**src/rtl/intr_ring_pkg.sv**
```systemverilog
package intr_ring_pkg;

  localparam int VEC_BYTES = 16;
  localparam int SIZE_LSB  = 8;
  localparam int SIZE_W    = 5;

  localparam int CB_RING = 0;
  localparam int CB_IRQ  = 1;
  localparam int CB_CLR  = 2;
  localparam int CB_WB   = 3;
  localparam int CB_DB   = 4;
  localparam logic [31:0] CTRL_KEEP = 32'h0000_1F1F;

  localparam logic [2:0] RA_CTRL = 3'd0;
  localparam logic [2:0] RA_BASE = 3'd1;
  localparam logic [2:0] RA_RPTR = 3'd2;
  localparam logic [2:0] RA_WPTR = 3'd3;
  localparam logic [2:0] RA_WBLO = 3'd4;
  localparam logic [2:0] RA_WBHI = 3'd5;

  typedef struct packed {
    logic [15:0] pasid;
    logic [7:0]  vmid;
    logic [7:0]  ring;
    logic [27:0] data;
    logic [7:0]  src;
  } intr_evt_t;

  typedef enum logic [2:0] {
    WS_IDLE, WS_W0, WS_W1, WS_W2, WS_W3, WS_WB
  } wr_state_e;

endpackage

```
**src/rtl/intr_evt_fifo.sv**
```systemverilog
module intr_evt_fifo #(
  parameter int WIDTH = 68,
  parameter int DEPTH = 4
) (
  input  logic             clk,
  input  logic             rst_n,
  input  logic             push,
  input  logic [WIDTH-1:0] din,
  output logic             full,
  input  logic             pop,
  output logic             empty,
  output logic [WIDTH-1:0] dout
);
  localparam int AW = (DEPTH > 1) ? $clog2(DEPTH) : 1;
  localparam int CW = $clog2(DEPTH + 1);

  logic [WIDTH-1:0] store_q [DEPTH];
  logic [AW-1:0]    wr_q, wr_d, rd_q, rd_d;
  logic [CW-1:0]    cnt_q, cnt_d;
  logic             do_push, do_pop;

  function automatic logic [AW-1:0] bump(input logic [AW-1:0] p);
    return (p == AW'(DEPTH - 1)) ? '0 : p + AW'(1);
  endfunction

  always_comb begin
    full    = (cnt_q == CW'(DEPTH));
    empty   = (cnt_q == '0);
    do_push = push & ~full;
    do_pop  = pop & ~empty;
    wr_d    = do_push ? bump(wr_q) : wr_q;
    rd_d    = do_pop ? bump(rd_q) : rd_q;
    cnt_d   = cnt_q + CW'(do_push) - CW'(do_pop);
    dout    = store_q[rd_q];
  end

  always_ff @(posedge clk or negedge rst_n) begin
    if (!rst_n) begin
      wr_q  <= '0;
      rd_q  <= '0;
      cnt_q <= '0;
    end else begin
      wr_q  <= wr_d;
      rd_q  <= rd_d;
      cnt_q <= cnt_d;
    end
  end

  always_ff @(posedge clk) begin
    if (do_push) store_q[wr_q] <= din;
  end

  // a full FIFO that is not drained stays full (no overrun)
  p_fifo_hold_r10: assert property (@(posedge clk) disable iff (!rst_n)
    (full && !pop) |=> full);

endmodule

```
**src/rtl/intr_ring_regs.sv**
```systemverilog
module intr_ring_regs
  import intr_ring_pkg::*;
#(
  parameter int PTR_W = 18
) (
  input  logic             clk,
  input  logic             rst_n,
  input  logic             reg_we,
  input  logic [2:0]       reg_addr,
  input  logic [31:0]      reg_wdata,
  output logic [31:0]      reg_rdata,
  input  logic             db_valid,
  input  logic [31:0]      db_data,
  input  logic [PTR_W-1:0] wptr,
  input  logic             ovf_flag,
  output logic             ring_on,
  output logic             irq_on,
  output logic             ovf_clr,
  output logic             wb_on,
  output logic [PTR_W-1:0] ring_mask,
  output logic [PTR_W-1:0] rptr,
  output logic [31:0]      base_hi,
  output logic [39:0]      wb_addr
);
  localparam logic [PTR_W-1:0] SLOT_ALIGN = ~PTR_W'(VEC_BYTES - 1);

  logic [31:0]       ctrl_q, ctrl_d, base_q, base_d, wblo_q, wblo_d;
  logic [7:0]        wbhi_q, wbhi_d;
  logic [PTR_W-1:0]  rptr_q, rptr_d;
  logic              db_sel, reg_rptr_wr;
  logic [SIZE_W-1:0] size_log2;
  logic              unused_db;

  assign unused_db = ^db_data[31:PTR_W];

  always_comb begin
    ring_on   = ctrl_q[CB_RING];
    irq_on    = ctrl_q[CB_IRQ];
    ovf_clr   = ctrl_q[CB_CLR];
    wb_on     = ctrl_q[CB_WB];
    db_sel    = ctrl_q[CB_DB];
    size_log2 = ctrl_q[SIZE_LSB +: SIZE_W];
    ring_mask = '0;
    for (int i = 0; i < PTR_W; i++) begin
      ring_mask[i] = (i < (int'(size_log2) + 2));
    end
    rptr    = rptr_q;
    base_hi = base_q;
    wb_addr = {wbhi_q, wblo_q};
  end

  always_comb begin
    ctrl_d = ctrl_q;
    base_d = base_q;
    wblo_d = wblo_q;
    wbhi_d = wbhi_q;
    reg_rptr_wr = reg_we && (reg_addr == RA_RPTR);
    if (reg_we) begin
      case (reg_addr)
        RA_CTRL: ctrl_d = reg_wdata & CTRL_KEEP;
        RA_BASE: base_d = reg_wdata;
        RA_WBLO: wblo_d = reg_wdata;
        RA_WBHI: wbhi_d = reg_wdata[7:0];
        default: ;
      endcase
    end
    if (!ring_on)
      rptr_d = '0;
    else if (!db_sel && reg_rptr_wr)
      rptr_d = reg_wdata[PTR_W-1:0] & ring_mask & SLOT_ALIGN;
    else if (db_sel && db_valid)
      rptr_d = db_data[PTR_W-1:0] & ring_mask & SLOT_ALIGN;
    else
      rptr_d = rptr_q;
  end

  always_comb begin
    case (reg_addr)
      RA_CTRL: reg_rdata = ctrl_q;
      RA_BASE: reg_rdata = base_q;
      RA_RPTR: reg_rdata = 32'(rptr_q);
      RA_WPTR: reg_rdata = 32'(wptr) | 32'(ovf_flag);
      RA_WBLO: reg_rdata = wblo_q;
      RA_WBHI: reg_rdata = {24'h0, wbhi_q};
      default: reg_rdata = '0;
    endcase
  end

  always_ff @(posedge clk or negedge rst_n) begin
    if (!rst_n) begin
      ctrl_q <= '0;
      base_q <= '0;
      wblo_q <= '0;
      wbhi_q <= '0;
      rptr_q <= '0;
    end else begin
      ctrl_q <= ctrl_d;
      base_q <= base_d;
      wblo_q <= wblo_d;
      wbhi_q <= wbhi_d;
      rptr_q <= rptr_d;
    end
  end

  // doorbell writes have no effect while the register path is selected
  p_db_ignored_r8: assert property (@(posedge clk) disable iff (!rst_n)
    (!db_sel && db_valid && !reg_rptr_wr) |=> $stable(rptr_q));

  // register writes to the read pointer have no effect while the doorbell path is selected
  p_reg_ignored_r8: assert property (@(posedge clk) disable iff (!rst_n)
    (db_sel && reg_rptr_wr && !db_valid) |=> $stable(rptr_q));

endmodule

```
**src/rtl/intr_vec_writer.sv**
```systemverilog
module intr_vec_writer
  import intr_ring_pkg::*;
#(
  parameter int PTR_W = 18
) (
  input  logic             clk,
  input  logic             rst_n,
  input  logic             evt_avail,
  input  intr_evt_t        evt_in,
  output logic             evt_pop,
  input  logic             ring_on,
  input  logic             irq_on,
  input  logic             ovf_clr,
  input  logic             wb_on,
  input  logic [PTR_W-1:0] ring_mask,
  input  logic [PTR_W-1:0] rptr,
  input  logic [31:0]      base_hi,
  input  logic [39:0]      wb_addr,
  output logic             mem_valid,
  input  logic             mem_ready,
  output logic [39:0]      mem_addr,
  output logic [31:0]      mem_data,
  output logic [PTR_W-1:0] wptr,
  output logic             ovf_flag
);
  localparam logic [PTR_W-1:0] STEP = PTR_W'(VEC_BYTES);

  wr_state_e        st_q, st_d;
  intr_evt_t        cur_q, cur_d;
  logic [39:0]      addr_q, addr_d;
  logic [31:0]      wbw_q, wbw_d;
  logic [PTR_W-1:0] wptr_q, wptr_d, next_ptr;
  logic             ovf_q, ovf_d;
  logic             active, take, load_evt, commit, wrap_full;
  logic [1:0]       word_idx;

  always_comb begin
    active    = ring_on & irq_on;
    take      = (st_q == WS_IDLE) & evt_avail;
    evt_pop   = take;
    load_evt  = take & active;
    commit    = (st_q == WS_W3) & mem_ready;
    next_ptr  = (wptr_q + STEP) & ring_mask;
    wrap_full = (next_ptr == rptr);

    st_d   = st_q;
    cur_d  = cur_q;
    addr_d = addr_q;
    wbw_d  = wbw_q;
    case (st_q)
      WS_IDLE: if (load_evt) begin
        st_d   = WS_W0;
        cur_d  = evt_in;
        addr_d = {base_hi, 8'h00} + 40'(wptr_q);
      end
      WS_W0: if (mem_ready) st_d = WS_W1;
      WS_W1: if (mem_ready) st_d = WS_W2;
      WS_W2: if (mem_ready) st_d = WS_W3;
      WS_W3: if (mem_ready) begin
        st_d   = wb_on ? WS_WB : WS_IDLE;
        addr_d = wb_addr;
      end
      WS_WB: if (mem_ready) st_d = WS_IDLE;
      default: st_d = WS_IDLE;
    endcase

    if (!ring_on)    wptr_d = '0;
    else if (commit) wptr_d = next_ptr;
    else             wptr_d = wptr_q;

    if (ovf_clr)                  ovf_d = 1'b0;
    else if (commit && wrap_full) ovf_d = 1'b1;
    else                          ovf_d = ovf_q;

    if (commit) wbw_d = 32'(wptr_d) | 32'(ovf_d);
  end

  always_comb begin
    mem_valid = (st_q != WS_IDLE);
    word_idx  = 2'd0;
    mem_data  = '0;
    case (st_q)
      WS_W0: begin word_idx = 2'd0; mem_data = {24'h0, cur_q.src}; end
      WS_W1: begin word_idx = 2'd1; mem_data = {4'h0, cur_q.data}; end
      WS_W2: begin word_idx = 2'd2; mem_data = {cur_q.pasid, cur_q.vmid, cur_q.ring}; end
      WS_W3: begin word_idx = 2'd3; mem_data = '0; end
      WS_WB: begin word_idx = 2'd0; mem_data = wbw_q; end
      default: ;
    endcase
    mem_addr = addr_q + 40'({word_idx, 2'b00});
    wptr     = wptr_q;
    ovf_flag = ovf_q;
  end

  always_ff @(posedge clk or negedge rst_n) begin
    if (!rst_n) begin
      st_q   <= WS_IDLE;
      cur_q  <= '0;
      addr_q <= '0;
      wbw_q  <= '0;
      wptr_q <= '0;
      ovf_q  <= 1'b0;
    end else begin
      st_q   <= st_d;
      cur_q  <= cur_d;
      addr_q <= addr_d;
      wbw_q  <= wbw_d;
      wptr_q <= wptr_d;
      ovf_q  <= ovf_d;
    end
  end

  // a stalled write keeps its address and data
  p_mem_hold_r10: assert property (@(posedge clk) disable iff (!rst_n)
    (mem_valid && !mem_ready) |=> (mem_valid && $stable(mem_addr) && $stable(mem_data)));

  // the write pointer stays on a 16-byte record boundary
  p_wptr_aligned_r1: assert property (@(posedge clk) disable iff (!rst_n)
    wptr_q[3:0] == 4'h0);

  // while the ring stays on, the write pointer only moves by one record modulo the ring
  p_wptr_step_r1: assert property (@(posedge clk) disable iff (!rst_n)
    ((wptr_q != $past(wptr_q)) && $past(ring_on))
      |-> (wptr_q == (($past(wptr_q) + STEP) & $past(ring_mask))));

  // the clear bit forces the overflow flag low on the next cycle
  p_ovf_clear_r7: assert property (@(posedge clk) disable iff (!rst_n)
    ovf_clr |=> !ovf_q);

endmodule

```
**src/rtl/intr_ring_writer.sv**
```systemverilog
module intr_ring_writer
  import intr_ring_pkg::*;
#(
  parameter int PTR_W      = 18,
  parameter int FIFO_DEPTH = 4
) (
  input  logic        clk,
  input  logic        rst_n,
  input  logic        evt_valid,
  output logic        evt_ready,
  input  logic [7:0]  evt_src,
  input  logic [27:0] evt_data,
  input  logic [7:0]  evt_ring,
  input  logic [7:0]  evt_vmid,
  input  logic [15:0] evt_pasid,
  input  logic        reg_we,
  input  logic [2:0]  reg_addr,
  input  logic [31:0] reg_wdata,
  output logic [31:0] reg_rdata,
  input  logic        db_valid,
  input  logic [31:0] db_data,
  output logic        mem_valid,
  input  logic        mem_ready,
  output logic [39:0] mem_addr,
  output logic [31:0] mem_data,
  output logic        irq
);
  localparam int EVT_W = $bits(intr_evt_t);

  intr_evt_t        evt_word, fifo_out;
  logic             fifo_full, fifo_empty, fifo_pop;
  logic             ring_on, irq_on, ovf_clr, wb_on, ovf_flag;
  logic [PTR_W-1:0] ring_mask, rptr, wptr;
  logic [31:0]      base_hi;
  logic [39:0]      wb_addr;

  always_comb begin
    evt_word.pasid = evt_pasid;
    evt_word.vmid  = evt_vmid;
    evt_word.ring  = evt_ring;
    evt_word.data  = evt_data;
    evt_word.src   = evt_src;
    evt_ready      = ~fifo_full;
    irq            = ring_on & irq_on & ((rptr != wptr) | ovf_flag);
  end

  intr_evt_fifo #(.WIDTH(EVT_W), .DEPTH(FIFO_DEPTH)) u_fifo (
    .clk   (clk),
    .rst_n (rst_n),
    .push  (evt_valid),
    .din   (evt_word),
    .full  (fifo_full),
    .pop   (fifo_pop),
    .empty (fifo_empty),
    .dout  (fifo_out)
  );

  intr_ring_regs #(.PTR_W(PTR_W)) u_regs (
    .clk       (clk),
    .rst_n     (rst_n),
    .reg_we    (reg_we),
    .reg_addr  (reg_addr),
    .reg_wdata (reg_wdata),
    .reg_rdata (reg_rdata),
    .db_valid  (db_valid),
    .db_data   (db_data),
    .wptr      (wptr),
    .ovf_flag  (ovf_flag),
    .ring_on   (ring_on),
    .irq_on    (irq_on),
    .ovf_clr   (ovf_clr),
    .wb_on     (wb_on),
    .ring_mask (ring_mask),
    .rptr      (rptr),
    .base_hi   (base_hi),
    .wb_addr   (wb_addr)
  );

  intr_vec_writer #(.PTR_W(PTR_W)) u_writer (
    .clk       (clk),
    .rst_n     (rst_n),
    .evt_avail (~fifo_empty),
    .evt_in    (fifo_out),
    .evt_pop   (fifo_pop),
    .ring_on   (ring_on),
    .irq_on    (irq_on),
    .ovf_clr   (ovf_clr),
    .wb_on     (wb_on),
    .ring_mask (ring_mask),
    .rptr      (rptr),
    .base_hi   (base_hi),
    .wb_addr   (wb_addr),
    .mem_valid (mem_valid),
    .mem_ready (mem_ready),
    .mem_addr  (mem_addr),
    .mem_data  (mem_data),
    .wptr      (wptr),
    .ovf_flag  (ovf_flag)
  );

  // a disabled ring holds both pointers at zero
  p_disable_clears_r5: assert property (@(posedge clk) disable iff (!rst_n)
    !ring_on |=> ((wptr == '0) && (rptr == '0)));

endmodule

```
**config.mk**
```make
export PLATFORM = sky130hd
export DESIGN_NAME = intr_ring_writer
export DESIGN_NICKNAME = d
export VERILOG_FILES = /design/src/rtl/intr_ring_pkg.sv /design/src/rtl/intr_evt_fifo.sv /design/src/rtl/intr_ring_regs.sv /design/src/rtl/intr_vec_writer.sv /design/src/rtl/intr_ring_writer.sv
export SDC_FILE = /design/constraint.sdc
export NUM_CORES = 1
export LEC_CHECK = 0
export BUFFER_PORTS_ARGS = -buffer_cell sky130_fd_sc_hd__buf_2
export CAP_MARGIN = 20
export CORE_UTILIZATION = 35
export DETAILED_ROUTE_END_ITERATION = 7
export GPL_ROUTABILITY_DRIVEN = 1
export HOLD_SLACK_MARGIN = 0.03
export SYNTH_ARGS = -nofsm -noshare
export SYNTH_HDL_FRONTEND = slang
export SYNTH_HIERARCHICAL = 1
export SYNTH_SLANG_ARGS = --single-unit
```
**constraint.sdc**
```tcl
create_clock -name clk -period 4.7 [get_ports clk]
set_input_delay 0.47 -clock clk [delete_from_list [all_inputs] [get_ports clk]]
set_output_delay 0.47 -clock clk [all_outputs]
set_load 0.01 [all_outputs]
```
# ---- Word-level counts from Yosys, hierarchy flattened
# Memory sizes are Yosys's and may differ from the RTL's. A register that Yosys moved wholly into a read port is not among the register bits.
# Index checks and enable logic that the tools add are counted.
dict set report op_classes {
  eq_ne 22
  mux 25
  add_sub_neg 8
  bitwise_logic 15
  n_reduce_logical 18
  n_lt_le_gt_ge 18
}
# op count
set op_table {}
lappend op_table {{$lt 5x32->1 const A} 8}
lappend op_table {{$pmux 32 s6} 1}
lappend op_table {{$lt 4x32->1 const A} 4}
lappend op_table {{$pmux 32 s4} 1}
lappend op_table {{$mux 18} 5}
lappend op_table {{$mux 40} 2}
lappend op_table {{$pmux 40 s2} 1}
lappend op_table {{$lt 3x32->1 const A} 2}
lappend op_table {{$lt 6x32->1 const A} 2}
lappend op_table {{$and 18x18->18} 3}
lappend op_table {{$add 40x18->40} 1}
lappend op_table {{$add 40x4->40} 1}
lappend op_table {{$or 18x1->18} 2}
lappend op_table {{$lt 1x32->1 const A} 1}
lappend op_table {{$lt 2x32->1 const A} 1}
lappend op_table {{$mux 3} 7}
lappend op_table {{$add 18x5->18 const B} 1}
lappend op_table {{$eq 18x18->1} 1}
lappend op_table {{$ne 18x18->1} 1}
lappend op_table {{$pmux 3 s6} 1}
lappend op_table {{$eq 3x3->1 const B} 5}
lappend op_table {{$eq 3x2->1 const B} 4}
lappend op_table {{$ne 2x2->1 const B} 5}
lappend op_table {{$reduce_and 2->1} 5}
lappend op_table {{21 further kinds} 41}
dict set report word_totals {
  ram_bits 272
  mem_count 1
  regBits 201
  input_bits 141
}
# name depth word_bits rd rd_ports_with_merged_regs write_ports line
set memory_table {}
lappend memory_table {u_fifo.store_q 4 68 1 1 1 intr_evt_fifo.sv:17} ;# logic [WIDTH-1:0] store_q [DEPTH];

# ---- Depth between registers and ports, before layout
dict set report depth {
  ltp_word 8
  ltp_mapped 15
  depth_no_buf 14
}

# ---- Modules after synthesis
# Netlist, hierarchy kept.
# mod instances cells_each seq_area_each_um2 area_per_inst_um2
set by_module_without_submodules {}
lappend by_module_without_submodules {intr_evt_fifo 1 395 8343.0 10332.4}
lappend by_module_without_submodules {intr_vec_writer 1 1081 3703.6 8837.2}
lappend by_module_without_submodules {intr_ring_regs 1 412 2402.3 4999.8}
lappend by_module_without_submodules {intr_ring_writer 1 27 0.0 210.2}

# ---- Worst setup path after synthesis
# Ideal clock, no wire load.
dict set report synth_timing {
  path_type {register -> output}
  from {register u_writer.st_q[2]}
  to {output port mem_addr[30]}
  path_stages_with_launch 14
  t_arrival_ns 3.522
  slack_ns 0.708
  path_buffers 2
  cell_sequence {dfrtp_1 -> clkbuf_1 -> inv_1 -> nor3_1 -> clkbuf_1 -> a21oi_1 -> fa_1 -> nor2_1 -> nand3_1 -> or2_2 -> nor2_2 -> nand3_1 -> nor2_1 -> xor2_1}
}
dict set report synth_between {
  elab_chain_len 3
  elab_cells_between_ends 5
  classes_between {add/sub: 1; eq/ne: 3; mux: 1}
}
# item line
set synth_lines {}
lappend synth_lines {{start: declaration} intr_vec_writer.sv:28} ;# wr_state_e st_q, st_d;
lappend synth_lines {{start signal: assignment} intr_vec_writer.sv:104} ;# st_q <= st_d;
lappend synth_lines {{$eq 3x3->1 or $eq 3x2->1 (tied branches)} intr_vec_writer.sv:82} ;# case (st_q)
lappend synth_lines {{$pmux 2 s3 (*)} intr_vec_writer.sv:82}
lappend synth_lines {{$add 40x4->40 (*)} intr_vec_writer.sv:90} ;# mem_addr = addr_q + 40'({word_idx, 2'b00});
lappend synth_lines {{end: declaration} intr_ring_writer.sv:24} ;# output logic [39:0] mem_addr,
# Mark *: on every way between the ends. The rest lies on a longest branch, timed or not.

# ---- Final worst setup path
dict set report layout_timing {
  from {register u_writer.st_q[2]}
  to {output port mem_addr[34]}
}
# The elaborated chain is that of the path after synthesis.

==> run summary <==
Post-Place Cells = 3012
Pin count of the biggest net entering global routing = 87
Hold_sp = evt_ring[1]
CP cell instances = inv_2 -> nand2_1 -> a21oi_1 -> ha_1 -> inv_1 -> fa_1 -> nor2_4 -> nand3_1 -> or2_2 -> nor2_2 -> buf_4 -> nand3_2 -> nor2_1 -> xor2_1 -> buf_2
Total Wirelength = 68900 µm
Portion of the clock cycle consumed by the worst path in the final layout = 94.3%
Non-filler cells, final = 3164
Highest clock frequency the design can meet = 0.226 GHz
Transition time at the pin with the least slew margin = 1.13 ns
Initial antenna violation count = 10
Global placement routability congestion = 0.923
Leading cell type in the layout, fill and taps excluded = sky130_fd_sc_hd__nand2_1
Ys async rst share = 48.0%
Number of synthesized flops with an enable pin = 272
Routed Antenna Nets = 0
CTS Root Cell = sky130_fd_sc_hd__clkbuf_16
Top FF cell, synth = sky130_fd_sc_hd__edfxtp_1
Sequential area share after synthesis = 59.3%
TritonCTS clock tree = done
Leading area contributor after synthesis = sky130_fd_sc_hd__edfxtp_1
Yosys Warn Count = 6
Max Cap Violations = 0
Critical path's slowest cell = sky130_fd_sc_hd__fa_1
Num ports = 248
Top cell type's share of synthesized area = 33.5%
Count of distinct cell types in the synthesized netlist = 81
Number of global-route vias before repair = 16700
Total DRC errors in the routed layout = 0
Num CTS Buffers = 56
Power per unit of standard cell area = 558 mW/mm²
Share of post-route cells with drive strength above 1 = 22.9%
Largest buffer count on any clock path = 3
DP HPWL = 47800 µm
# rows = 96
Worst Hold Endpoint = u_fifo/store_q[0][37]
Setup repair after global routing missed its margin = false
Peak ir drop on the vdd network = 0.000386 V
CTS sink count = 523
Number of vias in the routed layout = 16500
IO Port Bufs = 229
Buffer and inverter count on the worst path = 4
Horizontal extent of the die = 266 µm
Average cell area after synthesis = 12.7 µm²
Pins Over Slew Limit = 0
Synth Instances = 1915
Avg Vias per Cell = 5.21
Type of destination of the critical path = output port
Setup_tns = 0 ns
Worst Path Max Fanout = 8
Chip Height = 266 µm
Total die area = 0.0707 mm²
Post-synthesis register bit count = 523
Final-report hold violation count = 0
Data arrival time of the critical path = 3.96 ns
Launching point of the worst reg2reg path = u_regs/ctrl_q[9]
Type of the tightest min-delay check = primary input to flip-flop
Nature of the critical path startpoint = flip-flop
Tightest slew margin relative to the limit = 24.4%
Synth area leaders = sky130_fd_sc_hd__edfxtp_1 34%, sky130_fd_sc_hd__dfrtp_1 26%, sky130_fd_sc_hd__mux4_2 6.7%, sky130_fd_sc_hd__nand2_1 5.3%, sky130_fd_sc_hd__mux2_1 2.8%
Final #Nets = 2347
Number of DRC markers in iteration 0 = 1124
All-layer global routing usage = 19.4%
Global-route wire length before repair = 104000 µm
Commonest cells after routing, fill and taps aside = 345 x sky130_fd_sc_hd__nand2_1, 272 x sky130_fd_sc_hd__edfxtp_1, 248 x sky130_fd_sc_hd__dfrtp_1
Cell Area, Synth = 0.0244 mm²
Clock Pin Slew Worst Setup and Hold Paths = 0.06 ns
Kind of cell adding the most delay to the critical path = simple AND/OR/NAND/NOR gates
Routed wl met2 = 33400 µm
Uppermost layer routed = met5
Worst endpoint required time = 4.23 ns
Starting density of the core = 35.5%
Reg-to-reg critical path endpoint = u_writer/wbw_q[0]
Type of the setup path with the least slack = flip-flop to output port
Core Footprint = 0.0687 mm²
Hold depth = 1
Minimum clock period = 4.43 ns
Clock network latency to the later pin of the worst-skew pair = 0.63 ns
Worst-case clock skew = 0.0531 ns
Critical Path Max Stage Delay = 0.47 ns
Leakage component of the power = 11.7 nW
Register-to-Register Setup Slack = 0.81 ns
Final setup violating endpoints = 0
H-tree Lvls = 2
Layout overhead on the synthesized area = 18.5%
Count of TritonRoute iterations in the first routing pass = 5
Wire length on met1 = 29900 µm
Detailed-route wire length per cell = 21.8 µm
R2R cell count = 13
Met3 wire len = 3920 µm
Status = finished clean
Grt ovf = 0
repair_timing:
action | 4_1_cts | 5_1_grt
hold buffers | 41 | 0
resized for setup | 1 | 5
buffers inserted | 0 | 0
gates cloned | 0 | 0
endpoints found under the hold margin | 227 | 0
endpoints found under the setup margin | 4 | 11
worst max path at each step:
| stage | startpoint | to | slack (ns) | cells after the start |
|---|---|---|---|---|
| 2_1_floorplan | u_writer/st_q[2] | mem_addr[30] | 0.71 | 13 |
| 3_5_place_dp | u_writer/st_q[2] | mem_addr[34] | 0.64 | 15 |
| 6_report | u_writer/st_q[2] | mem_addr[34] | 0.27 | 15 |
| 5_1_grt | u_writer/st_q[2] | mem_addr[30] | 0.03 | 15 |
| 4_1_cts | u_writer/st_q[1] | mem_addr[39] | 0.003 | 14 |
| 3_3_place_gp | u_writer/st_q[1] | mem_addr[39] | 0.66 | 14 |
cell usage after synthesis, drive strengths merged, types with 5 or more instances:
cell type / count
a31oi: 15
nand4: 17
clkbuf: 47
nand3: 40
nor2b: 15
a21oi: 56
ha: 22
mux4: 73
o22ai: 27
and2: 13
o21ai: 65
nor3: 12
buf: 59
a22o: 34
and3: 22
or3: 9
xnor2: 46
nand2: 346
o211ai: 7
o211a: 7
mux2i: 48
nor2: 97
nand2b: 15
edfxtp: 272
nor4: 10
xor2: 59
inv: 47
a32o: 7
dfrtp: 251
mux2: 102
and4: 5
a22oi: 14
report_power, final:
group | switching, mW | internal, mW | total [mW]
sequential | 0.971 | 5.99 | 6.96
clock | 1.87 | 2.79 | 4.67
combinational | 2.53 | 1.99 | 4.51
flip-flops by register name, indices dropped and copies added (netlist names):
| signal | flops |
|---|---|
| u_writer/ovf_flag | 1 |
| u_writer/addr_q | 40 |
| u_fifo/store_q | 272 |
| u_fifo/wr_q | 2 |
| u_regs/wblo_q | 32 |
| u_regs/base_hi | 32 |
| u_regs/ctrl_q | 10 |
| u_writer/wptr | 18 |
| u_fifo/rd_q | 2 |
| u_writer/cur_q | 68 |
| u_regs/wbhi_q | 8 |
| u_writer/wbw_q | 18 |
| u_fifo/cnt_q | 3 |
| u_writer/st_q | 3 |
| u_regs/rptr | 14 |
worst register-to-register path: cells and delay by family, from the launching register on:
family | cells | cell delay (ns)
AO/OA/AOI/OAI | 9 | 2.32
flip-flops | 1 | 0.59
adder cells (fa/ha/maj) | 1 | 0.41
buffers and inverters | 2 | 0.33
AND/OR/NAND/NOR | 1 | 0.16
final cells by class:
type,instances,area (µm²)
Fill cell,6450,39800
Clock buffer,78,1610
Inverter,48,180
Sequential cell,523,14500
Multi-Input combinational cell,1241,9180
Tap cell,931,1160
Antenna cell,4,10.0
Timing Repair Buffer,311,1910
Clock inverter,28,394
per-layer routing:
metal	up-vias	global-route usage, %
li1	7520	-
met1	8375	26.2
met2	477	32.2
met3	100	3.28
met4	8	5.17
met5	-	0
kinds of logic (layout without fill, tap and decap cells):
group	after synthesis	after routing	synth area share (%)
AND/OR/NAND/NOR	614	614	11.4
flip-flops	523	523	59.3
AO/OA/AOI/OAI	270	270	7.38
multiplexers	223	223	13.4
buffers and inverters	154	465	3.35
XOR/XNOR	105	105	3.77
adder cells (fa/ha/maj)	25	25	1.38
other	1	8	0.0154
through the flow:
step / instance area [µm²] / utilization, % / total power [mW] / hold slack (ns) / worst slack (ns)
4_1_cts: 28900 / 42.0 / 16.4 / 0.0302 / 0.00318
6_report: 28900 / 42.1 / 16.1 / 0.0629 / 0.268
5_1_grt: 28900 / 42.1 / 17.0 / 0.0433 / 0.0299
3_5_place_dp: 26400 / 38.5 / 11.6 / 0.458 / 0.645
3_3_place_gp: 26400 / 38.4 / 11.5 / 0.451 / 0.664
2_1_floorplan: 24400 / - / 9.89 / 0.174 / 0.708
(Power assumes the default switching activity.)
